===== config.mk =====
export PLATFORM = sky130hd
export DESIGN_NAME = audio_clkgen
export DESIGN_NICKNAME = d
export VERILOG_FILES = /design/src/rtl/aclk_pkg.sv /design/src/rtl/aclk_div.sv /design/src/rtl/aclk_word.sv /design/src/rtl/audio_clkgen.sv
export SDC_FILE = /design/constraint.sdc
export NUM_CORES = 1
export LEC_CHECK = 0
export CORE_MARGIN = 2
export CORE_UTILIZATION = 54
export DETAILED_ROUTE_END_ITERATION = 10
export GPL_TIMING_DRIVEN = 0
export MAX_ROUTING_LAYER = met4
export PLACE_DENSITY = 0.78
export SYNTH_ARGS = -nofsm -noshare
export SYNTH_HDL_FRONTEND = slang
export SYNTH_SLANG_ARGS = --single-unit

===== constraint.sdc =====
create_clock -name clk -period 3.2 [get_ports clk]
set_clock_uncertainty 0.2 [all_clocks]
set_input_delay 0.48 -clock clk [delete_from_list [all_inputs] [get_ports clk]]
set_output_delay 0.48 -clock clk [all_outputs]
set_load 0.05 [all_outputs]

===== src/rtl/aclk_pkg.sv =====
package aclk_pkg;
  // ratio encoded by a divider field; zero selects the largest ratio
  function automatic int unsigned ratio_of(input int unsigned v, input int unsigned maxr);
    return (v == 0) ? maxr : v;
  endfunction

  // frame length in bit periods for a word divide value and framing mode
  function automatic int unsigned frame_len(input int unsigned w, input bit dual);
    if (dual) return (w == 0) ? 1 : 2 * w;
    return w + 1;
  endfunction
endpackage


===== src/rtl/aclk_div.sv =====
module aclk_div #(
  parameter int DIV_W = 10
) (
  input  logic             clk,
  input  logic             rst_n,
  input  logic             en,
  input  logic [DIV_W-1:0] div,
  output logic             out,
  output logic             wrap
);
  import aclk_pkg::*;
  localparam int RW   = DIV_W + 1;
  localparam int MAXR = 1 << DIV_W;

  logic [RW-1:0] act, cnt, want;
  logic          tc;

  assign want = RW'(ratio_of(32'(div), MAXR));
  assign tc   = (cnt == act - RW'(1));

  always_ff @(posedge clk or negedge rst_n) begin
    if (!rst_n) begin
      cnt <= '0;
      act <= RW'(2);
    end else if (!en) begin
      cnt <= '0;
      act <= want;
    end else if (tc) begin
      cnt <= '0;
      act <= want;
    end else begin
      cnt <= cnt + RW'(1);
    end
  end

  assign out  = en & (cnt < (act >> 1));
  assign wrap = en & tc;

  // a new ratio is adopted only at the end of a period
  assert_latch_R8: assert property (@(posedge clk) disable iff (!rst_n)
    (en && $past(en) && act != $past(act)) |-> $past(tc));
  // a fresh enable starts on a high phase
  assert_start_R7: assert property (@(posedge clk) disable iff (!rst_n)
    $rose(en) |-> out);
  // rising output only after a completed period
  assert_duty_R1: assert property (@(posedge clk) disable iff (!rst_n)
    (en && $past(en) && $rose(out)) |-> $past(tc));
endmodule


===== src/rtl/aclk_word.sv =====
module aclk_word #(
  parameter int DIV_W = 10
) (
  input  logic             clk,
  input  logic             rst_n,
  input  logic             en,
  input  logic             btick,
  input  logic             dual,
  input  logic [DIV_W-1:0] wdiv,
  output logic             level
);
  import aclk_pkg::*;
  localparam int FW = DIV_W + 2;

  logic [FW-1:0] wact, fl, cnt;
  logic          dual_q, last;

  assign fl   = FW'(frame_len(32'(wact), dual_q));
  assign last = (cnt == fl - FW'(1));

  always_ff @(posedge clk or negedge rst_n) begin
    if (!rst_n) begin
      cnt    <= '0;
      wact   <= FW'(1);
      dual_q <= 1'b0;
    end else if (!en) begin
      cnt    <= '0;
      wact   <= FW'(wdiv);
      dual_q <= dual;
    end else if (btick) begin
      if (last) begin
        cnt    <= '0;
        wact   <= FW'(wdiv);
        dual_q <= dual;
      end else begin
        cnt <= cnt + FW'(1);
      end
    end
  end

  assign level = en & (dual_q ? (cnt < wact) : (cnt == '0));

  // word level moves only where a bit period begins
  assert_step_R3: assert property (@(posedge clk) disable iff (!rst_n)
    (en && $past(en) && level != $past(level)) |-> $past(btick));
  // framing settings change only on a frame boundary
  assert_frame_R8: assert property (@(posedge clk) disable iff (!rst_n)
    (en && $past(en) && wact != $past(wact)) |-> $past(btick && last));
endmodule


===== src/rtl/audio_clkgen.sv =====
module audio_clkgen #(
  parameter int DIV_W = 10
) (
  input  logic             clk,
  input  logic             rst_n,
  input  logic             mclk_en,
  input  logic             wbclk_en,
  input  logic             src_int,
  input  logic             dual_phase,
  input  logic             wclk_inv,
  input  logic [DIV_W-1:0] mclk_div,
  input  logic [DIV_W-1:0] bclk_div,
  input  logic [DIV_W-1:0] wclk_div,
  input  logic             ext_bclk,
  input  logic             ext_wclk,
  output logic             mclk_o,
  output logic             bclk_o,
  output logic             wclk_o
);
  logic int_en, m_wrap, b_wrap, bclk_int, wlevel;

  assign int_en = wbclk_en & src_int;

  aclk_div #(.DIV_W(DIV_W)) u_mdiv (
    .clk(clk), .rst_n(rst_n), .en(mclk_en), .div(mclk_div),
    .out(mclk_o), .wrap(m_wrap));

  aclk_div #(.DIV_W(DIV_W)) u_bdiv (
    .clk(clk), .rst_n(rst_n), .en(int_en), .div(bclk_div),
    .out(bclk_int), .wrap(b_wrap));

  aclk_word #(.DIV_W(DIV_W)) u_word (
    .clk(clk), .rst_n(rst_n), .en(int_en), .btick(b_wrap),
    .dual(dual_phase), .wdiv(wclk_div), .level(wlevel));

  assign bclk_o = wbclk_en & (src_int ? bclk_int : ext_bclk);
  assign wclk_o = wbclk_en & ((src_int ? wlevel : ext_wclk) ^ wclk_inv);

  // master clock re-enters its high phase right after each period end
  assert_mper_R1: assert property (@(posedge clk) disable iff (!rst_n)
    (mclk_en && $past(mclk_en) && $past(m_wrap)) |-> mclk_o);
endmodule


==> flow_summary.rst, run 1 <==
.. list-table::
   :header-rows: 1

   * - Metric
     - Value
   * - Reg power frac
     - 0.395
   * - Synthesized netlist net count
     - 657
   * - Critical path fanouts, max
     - 6
   * - Clk sink count
     - 67
   * - Post-route ant nets
     - 0
   * - Final routed wirelength across all metal layers
     - 13.4 mm
   * - Smallest setup slack after layout
     - -0.319 ns
   * - Total half-perimeter wirelength after legalization and detailed placement
     - 9.35 mm
   * - Critical Setup Path Class
     - flop to flop
   * - Portion of total power attributed to the clock network
     - 0.332
   * - Count of yosys warnings during synthesis
     - 0
   * - Cell at the root of the clock tree
     - clkbuf_8
   * - Via count of the first global-routing pass
     - 4,545
   * - CP endpoint kind
     - flop
   * - Top layer reached by signal wires
     - met4
   * - Count of boundary I/O pins
     - 42
   * - Post-DR wirelength/cell
     - 16.9 um
   * - Post-route fraction of the period consumed by the critical path
     - 1.10
   * - Transition time of the tightest slew-check pin
     - 0.854 ns
   * - Library cell with the largest summed area after synthesis
     - dfrtp_1
   * - Standard cell with the maximum stage delay on the critical path
     - dfstp_2
   * - Power density over the cells
     - 369 nW/um2
   * - Number of hold violations in the final report
     - 0
   * - Relative slew margins
     - 0.431
   * - Height of the die
     - 102 um
   * - Violations in the final reports
     - negative setup slack
   * - Share of the yosys chip area belonging to registers
     - 0.321
   * - I/O Buffers
     - 41
   * - Data arrival time at the worst-slack endpoint
     - 3.54 ns
   * - Maximum clock path buffer count
     - 2
   * - Clock buffers created by TritonCTS
     - 9
   * - Total track usage
     - 0.263
   * - Mapped Avg Cell Area
     - 9.00 um2
   * - DR pass1 iterations
     - 6
   * - Full die area
     - 10,500 um2
   * - Async SR Flop Fraction
     - 1.00
   * - Synth unique cells
     - 74
   * - CTS tree
     - yes
   * - Growth of design area from synthesis to finish
     - 24.9%
   * - Number of fill cells
     - 690
   * - Inserted Diodes
     - 0
   * - Largest net degree at the start of global routing
     - 68
   * - Site row count
     - 35
   * - Global-route wire length before repair
     - 21.1 mm
   * - Fraction of layout instances using a drive strength above 1
     - 0.216
   * - Setup violations, final
     - 24
   * - Clock-pin slew on the worst setup and hold paths
     - 0.09 ns
   * - Effective utilization at floorplan
     - 0.562
   * - GP Congestion
     - 0.890
   * - Area of combinational cells with multiple inputs
     - 3560 um2
   * - Sw Share
     - 0.315
   * - Die X
     - 102 um
   * - Area share of the largest cell type after synthesis
     - 0.306
   * - Total vias in the final route
     - 4,825
   * - Met2 routed WL
     - 6.50 mm
   * - Internal Power
     - 1.65 mW
   * - Sum of negative setup slack
     - -5.39 ns
   * - Critical Path Max Stage Delay
     - 0.39 ns
   * - Hold Path Class
     - input port to asynchronous set/reset pin
   * - Number of enable-type register cells in the synthesized netlist
     - 0
   * - Core Footprint
     - 9330 um2
   * - Final layout net count
     - 733
   * - Storage element area
     - 1690 um2
   * - DRC marker count from the first detailed-route iteration
     - 380
   * - Post-route DRC
     - 0
   * - Skew-Pair Late Insertion Delay
     - 0.34 ns
   * - LEAKAGE
     - 2.89 nW
   * - Number of max-cap violations
     - 0
   * - Run status
     - finished, violations left
   * - Post-synth top flop
     - dfrtp_1
   * - Total standard cell area after synthesis
     - 5240 um2
   * - Overflow after GRT
     - 0
   * - Detailed-routing wirelength on met1
     - 5.76 mm
   * - Final critical delay including setup and external delays
     - 3.52 ns
   * - Part of the power in combinational logic
     - 0.273
   * - Critical path, cell by cell
     - buf_6, inv_6, ha_4, nor4b_4, nand3_2, a31oi_4, ha_4, xnor2_2, or3_1, mux2i_1, nand4_2, o311a_4, buf_6, mux2_4
   * - Post-synthesis cell count
     - 582
   * - Top cells by area in the synthesized netlist
     - dfrtp_1, ha_1, xnor2_1
   * - Slack of the worst reg-to-reg path
     - -0.32 ns
   * - Worst hold margin
     - 0.0278 ns
   * - RSZ-0062 raised after global routing
     - yes
   * - Initial antenna violation count
     - 0
   * - Vias per cell
     - 6.09
   * - Total number of H-tree levels
     - 3
   * - Detailed-routed wire length on met3
     - 868 um
   * - Worst vdd rail ir drop
     - 0.320 mV
   * - Critical path startpoint category
     - flop
   * - Number of register bits inferred by synthesis
     - 67
   * - P_sw
     - 761 uW
   * - Data required time of the worst path
     - 3.22 ns
   * - Final slew viol count
     - 0
   * - Timing-limited maximum frequency
     - 0.284 GHz
metrics by stage:
| stage | worst slack (ns) | cells | cell area (um2) | util | power [mW] |
|---|---|---|---|---|---|
| 2_1_floorplan | -0.0331 | 582 | 5270 | - | 1.34 |
| 3_3_place_gp | -0.852 | 752 | 5840 | 0.626 | 1.49 |
| 3_5_place_dp | -0.590 | 752 | 5840 | 0.626 | 1.52 |
| 4_1_cts | -0.280 | 780 | 6290 | 0.675 | 2.36 |
| 5_1_grt | -0.383 | 792 | 6540 | 0.701 | 2.53 |
| 6_report | -0.319 | 792 | 6540 | 0.701 | 2.41 |
worst max-delay path, delay by kind of cell, from the launching register on:
kind	cells	cell delay (ns)
compound gates	2	0.57
xor+xnor	1	0.13
fa+ha+maj	2	0.36
buf+inv	3	0.34
flops	1	0.39
mux	2	0.49
simple gates	4	0.91
sequential cells by signal, indices dropped and copies added, names as in the netlist:
name,cells
u_word.cnt,12
u_mdiv.cnt,11
u_mdiv.act,11
u_word.wact,10
u_bdiv.act,11
u_bdiv.cnt,11
u_word.dual_q,1
power groups by stage:
stage                     Combinational (mW)  Sequential, mW  Clock, mW
after floorplan                        0.389           0.949          0
after global placement                 0.526           0.962          0
after detailed placement               0.551           0.965          0
after CTS                              0.594           0.949      0.820
after global routing                   0.716           0.959      0.852
final                                  0.659           0.952      0.802
layer usage:
layer  vias to the layer above  track usage
li1                       2271            -
met1                      2320        0.345
met2                       201        0.417
met3                        33       0.0321
met4                         0       0.0995
met5                         -            -
layout by cell type (no fill, tap or decap), types with 4 or more instances in the layout:
cell and instances:
clkbuf_1 8, dfrtp_2 5, nor3_1 12, nor2b_1 4, xnor2_1 24, xor2_1 23
nor3b_1 5, nor4_1 16, nor2_1 46, buf_4 29, nand2_1 31, a21oi_1 24
a21o_1 13, clkbuf_8 9, nand4_1 9, ha_4 6, o21ai_1 5, nand2b_1 5
nand3_1 29, mux2_2 11, and3_1 28, a31oi_1 5, clkdlybuf4s50_1 37, mux2i_1 7
ha_1 30, inv_1 36, and2_1 4, mux2_4 10, or3_1 5, buf_6 9
o21ai_0 20, dfrtp_1 59
synth_stat cells (4+ instances only):
cell type  count
nor2b_1        6
nor2_1        50
nand2b_1       5
nor3b_1        5
a21oi_1       27
nand2_1       31
ha_1          36
nor3_1        14
nand4_1        9
and3_1        28
dfrtp_1       64
xor2_1        23
a21o_1        13
mux2_4        10
or3_1          5
a211oi_1       4
o21ai_0       25
nor4_1        18
and2_1         4
mux2i_1        7
clkbuf_1      12
mux2_2        11
inv_1         39
xnor2_1       25
a31oi_1        6
nand3_1       31
buf_2          7
cells by family after synthesis:
group | count (synthesis) | synth area share
muxes | 28 | 0.0657
DFF | 67 | 0.321
and+or+nand+nor | 224 | 0.233
buffers and inverters | 64 | 0.0533
xor gates and xnor gates | 49 | 0.0848
AOI/OAI and AO/OA | 114 | 0.156
adders and majority gates | 36 | 0.0860
path summary, 6_finish.rpt:
check	start	endpoint	depth (start not counted)
setup reg to reg	u_word.wact[0]$_DFFE_PN1P_	u_word.wact[7]$_DFFE_PN0P_	14
hold / removal	rst_n	u_mdiv.act[5]$_DFFE_PN0P_	1
max in group asynchronous	rst_n	u_word.cnt[1]$_DFFE_PN0P_	1
setup / recovery	u_word.wact[0]$_DFFE_PN1P_	u_word.wact[7]$_DFFE_PN0P_	14
min in group clk	u_mdiv.act[2]$_DFFE_PN0P_	u_mdiv.act[2]$_DFFE_PN0P_	1
hold reg to reg	u_mdiv.act[2]$_DFFE_PN0P_	u_mdiv.act[2]$_DFFE_PN0P_	1
layout make-up:
type,count,area share
Multi-Input combinational cell,451,0.544
Sequential cell,67,0.258
Timing Repair Buffer,66,0.0916
Tap cell,129,0.0247
Buffer,24,0.0239
Inverter,39,0.0235
Clock buffer,9,0.0189
Clock inverter,7,0.0153
what timing repair did:
action                                  in CTS  in global routing
gates resized for setup                     59                 31
buffers inserted                            11                 13
endpoints found under the setup margin      65                 63
hold endpoints to repair                     0                  0
pin swaps                                    9                 20
hold buffers                                 0                  0
gates cloned                                 1                  0
(Power assumes the default switching activity.)
==> inputs of run 2 (changes only) <==
- CORE_UTILIZATION: 54 -> 40
- PLACE_DENSITY: 0.78 -> not set
- clock period: 3.2 -> 3 ns (I/O delays scaled with it)
==> flow_summary.rst, run 2 (synthesis gave the netlist of run 1 again) <==
.. list-table::
   :header-rows: 1

   * - Metric
     - Value
   * - Run status
     - finished, violations left
   * - Violations in the final reports
     - negative setup slack
   * - Clock-pin slew on the worst setup and hold paths
     - 0.05 ns
   * - Critical path, cell by cell
     - buf_6, inv_4, ha_4, nor4b_4, nand3_1, a31oi_1, ha_2, xnor2_2, or3_1, mux2i_1, nand4_2, o311a_4, buf_8, mux2_4
   * - Power density over the cells
     - 397 nW/um2
   * - Cell at the root of the clock tree
     - clkbuf_16
   * - Effective utilization at floorplan
     - 0.412
   * - Critical path fanouts, max
     - 5
   * - Maximum clock path buffer count
     - 2
   * - Clk sink count
     - 67
   * - Die X
     - 118 um
   * - Data arrival time at the worst-slack endpoint
     - 3.44 ns
   * - Height of the die
     - 118 um
   * - Critical Path Max Stage Delay
     - 0.37 ns
   * - Clock buffers created by TritonCTS
     - 9
   * - Number of buffers and inverters on the critical path
     - 3
   * - Count of boundary I/O pins
     - 42
   * - Path length in cells of the critical path
     - 14
   * - Critical path startpoint category
     - flop
   * - GP Congestion
     - 0.886
   * - Skew-Pair Late Insertion Delay
     - 0.34 ns
   * - Sum of negative setup slack
     - -7.60 ns
   * - Setup violations, final
     - 24
   * - DR pass1 iterations
     - 5
   * - Post-route DRC
     - 0
   * - Depth of the most critical reg-to-reg path
     - 14
   * - Full die area
     - 14,000 um2
   * - Number of max-cap violations
     - 0
   * - Final non-filler cell total
     - 835
   * - Most frequent cells in the layout
     - dfrtp_1, nor2_1, clkdlybuf4s50_1, inv_1
   * - Final routed wirelength across all metal layers
     - 13.3 mm
   * - Post-route ant nets
     - 0
   * - Largest net degree at the start of global routing
     - 68
   * - Standard cell with the maximum stage delay on the critical path
     - dfstp_2
   * - Relative slew margins
     - 0.417
   * - Vias per cell
     - 5.58
   * - Inserted Diodes
     - 0
   * - Timing-limited maximum frequency
     - 0.292 GHz
   * - Smallest setup slack after layout
     - -0.422 ns
   * - Final critical delay including setup and external delays
     - 3.42 ns
   * - Number of hold violations in the final report
     - 0
   * - Kind of cell with the highest combined delay on the critical path
     - simple AND/OR/NAND/NOR gates
   * - Slack of the worst reg-to-reg path
     - -0.42 ns
   * - Worst vdd rail ir drop
     - 0.286 mV
   * - Number of placed instances with taps included
     - 795
   * - Area of combinational cells with multiple inputs
     - 3580 um2
   * - Storage element area
     - 1690 um2
   * - Hold Path Class
     - input port to asynchronous set/reset pin
   * - Site row count
     - 41
   * - I/O Buffers
     - 41
   * - Total track usage
     - 0.202
   * - CTS tree
     - yes
   * - Post-CTS Hold Fix Bufs
     - 0
   * - Most common cell after layout, fill and taps aside
     - dfrtp_1
   * - Growth of design area from synthesis to finish
     - 28.5%
   * - Critical Setup Path Class
     - flop to flop
   * - CP endpoint kind
     - flop
   * - Worst R2R End
     - u_word.wact[9]$_DFFE_PN0P_
   * - Placement Setup Slack
     - -0.884 ns
   * - Total vias in the final route
     - 4,657
   * - Core Footprint
     - 12,700 um2
   * - Number of flip-flops in the largest register
     - 12
   * - Total half-perimeter wirelength after legalization and detailed placement
     - 9.35 mm
   * - Worst hold margin
     - 0.0112 ns
   * - Transition time of the tightest slew-check pin
     - 0.875 ns
   * - Biggest register
     - u_word.cnt
   * - Number of fill cells
     - 1,182
   * - Post-DR wirelength/cell
     - 15.9 um
   * - Fraction of layout instances using a drive strength above 1
     - 0.231
   * - Via count of the first global-routing pass
     - 4,389
   * - Overflow after GRT
     - 0
   * - RSZ-0062 raised after global routing
     - yes
   * - Post-route fraction of the period consumed by the critical path
     - 1.14
   * - Worst r2r src
     - u_word.wact[0]$_DFFE_PN1P_
   * - DRC marker count from the first detailed-route iteration
     - 199
   * - Final layout net count
     - 734
   * - Data required time of the worst path
     - 3.02 ns
   * - Global-route wire length before repair
     - 22.0 mm
   * - Total number of H-tree levels
     - 3
   * - LEAKAGE
     - 2.97 nW
   * - Initial antenna violation count
     - 0
   * - Final slew viol count
     - 0
[run 2: changes by cell type in the layout (fill, tap and decap cells not counted), moves of 3 or more]
cell / delta
clkbuf_16: +10
clkbuf_8: -7
buf_4: -4
a21oi_1: -3
a21oi_2: +3
inv_1: -3
inv_2: +3
[run 2: timing repair]
item | 4_1_cts | 5_1_grt
resized for setup | 71 | 37
setup endpoints to repair | 68 | 69
cloned | 1 | 1
setup buffers | 17 | 7
pin swaps | 16 | 24
[run 2: worst max-delay path by stage]
stage                                     startpoint                          to  slack (ns)
after floorplan           u_word.wact[0]$_DFFE_PN1P_   u_word.dual_q$_DFFE_PN0P_       -0.23
after global placement                         rst_n     u_bdiv.cnt[6]$_DFF_PN0_       -1.13
after detailed placement  u_word.wact[1]$_DFFE_PN0P_                      wclk_o       -0.88
after CTS                 u_word.wact[0]$_DFFE_PN1P_  u_word.wact[9]$_DFFE_PN0P_       -0.46
after global routing      u_word.wact[0]$_DFFE_PN1P_  u_word.wact[9]$_DFFE_PN0P_       -0.56
final                     u_word.wact[0]$_DFFE_PN1P_  u_word.wact[9]$_DFFE_PN0P_       -0.42
[run 2: final cells by class]
cell class / count / share of cell area
Buffer: 24 / 0.0277
Clock buffer: 12 / 0.0366
Clock inverter: 3 / 0.00223
Inverter: 39 / 0.0225
Multi-Input combinational cell: 451 / 0.532
Sequential cell: 67 / 0.251
Tap cell: 172 / 0.0320
Timing Repair Buffer: 67 / 0.0963
[run 2: where the power goes]
part	leakage, nW	internal [mW]	switching [mW]	total [mW]
clock	0.132	0.572	0.379	0.951
combinational	1.99	0.342	0.362	0.704
sequential	0.850	0.954	0.0650	1.02
total	2.97	1.87	0.806	2.67
[run 2: stage by stage]
step                       util  instance area [um2]  power, mW
after floorplan               -                 5280       1.43
after global placement    0.464                 5910       1.60
after detailed placement  0.464                 5900       1.62
after CTS                 0.511                 6500       2.66
after global routing      0.529                 6730       2.82
final                     0.529                 6730       2.67
[run 2: metal layers]
metal / vias up / share of wire / global-route usage
met2: 132 / 0.47 / 0.318
li1: 2275 / - / -
met5: - / 0 / -
met4: 0 / 0.016 / 0.0692
met3: 18 / 0.045 / 0.0343
met1: 2232 / 0.47 / 0.263
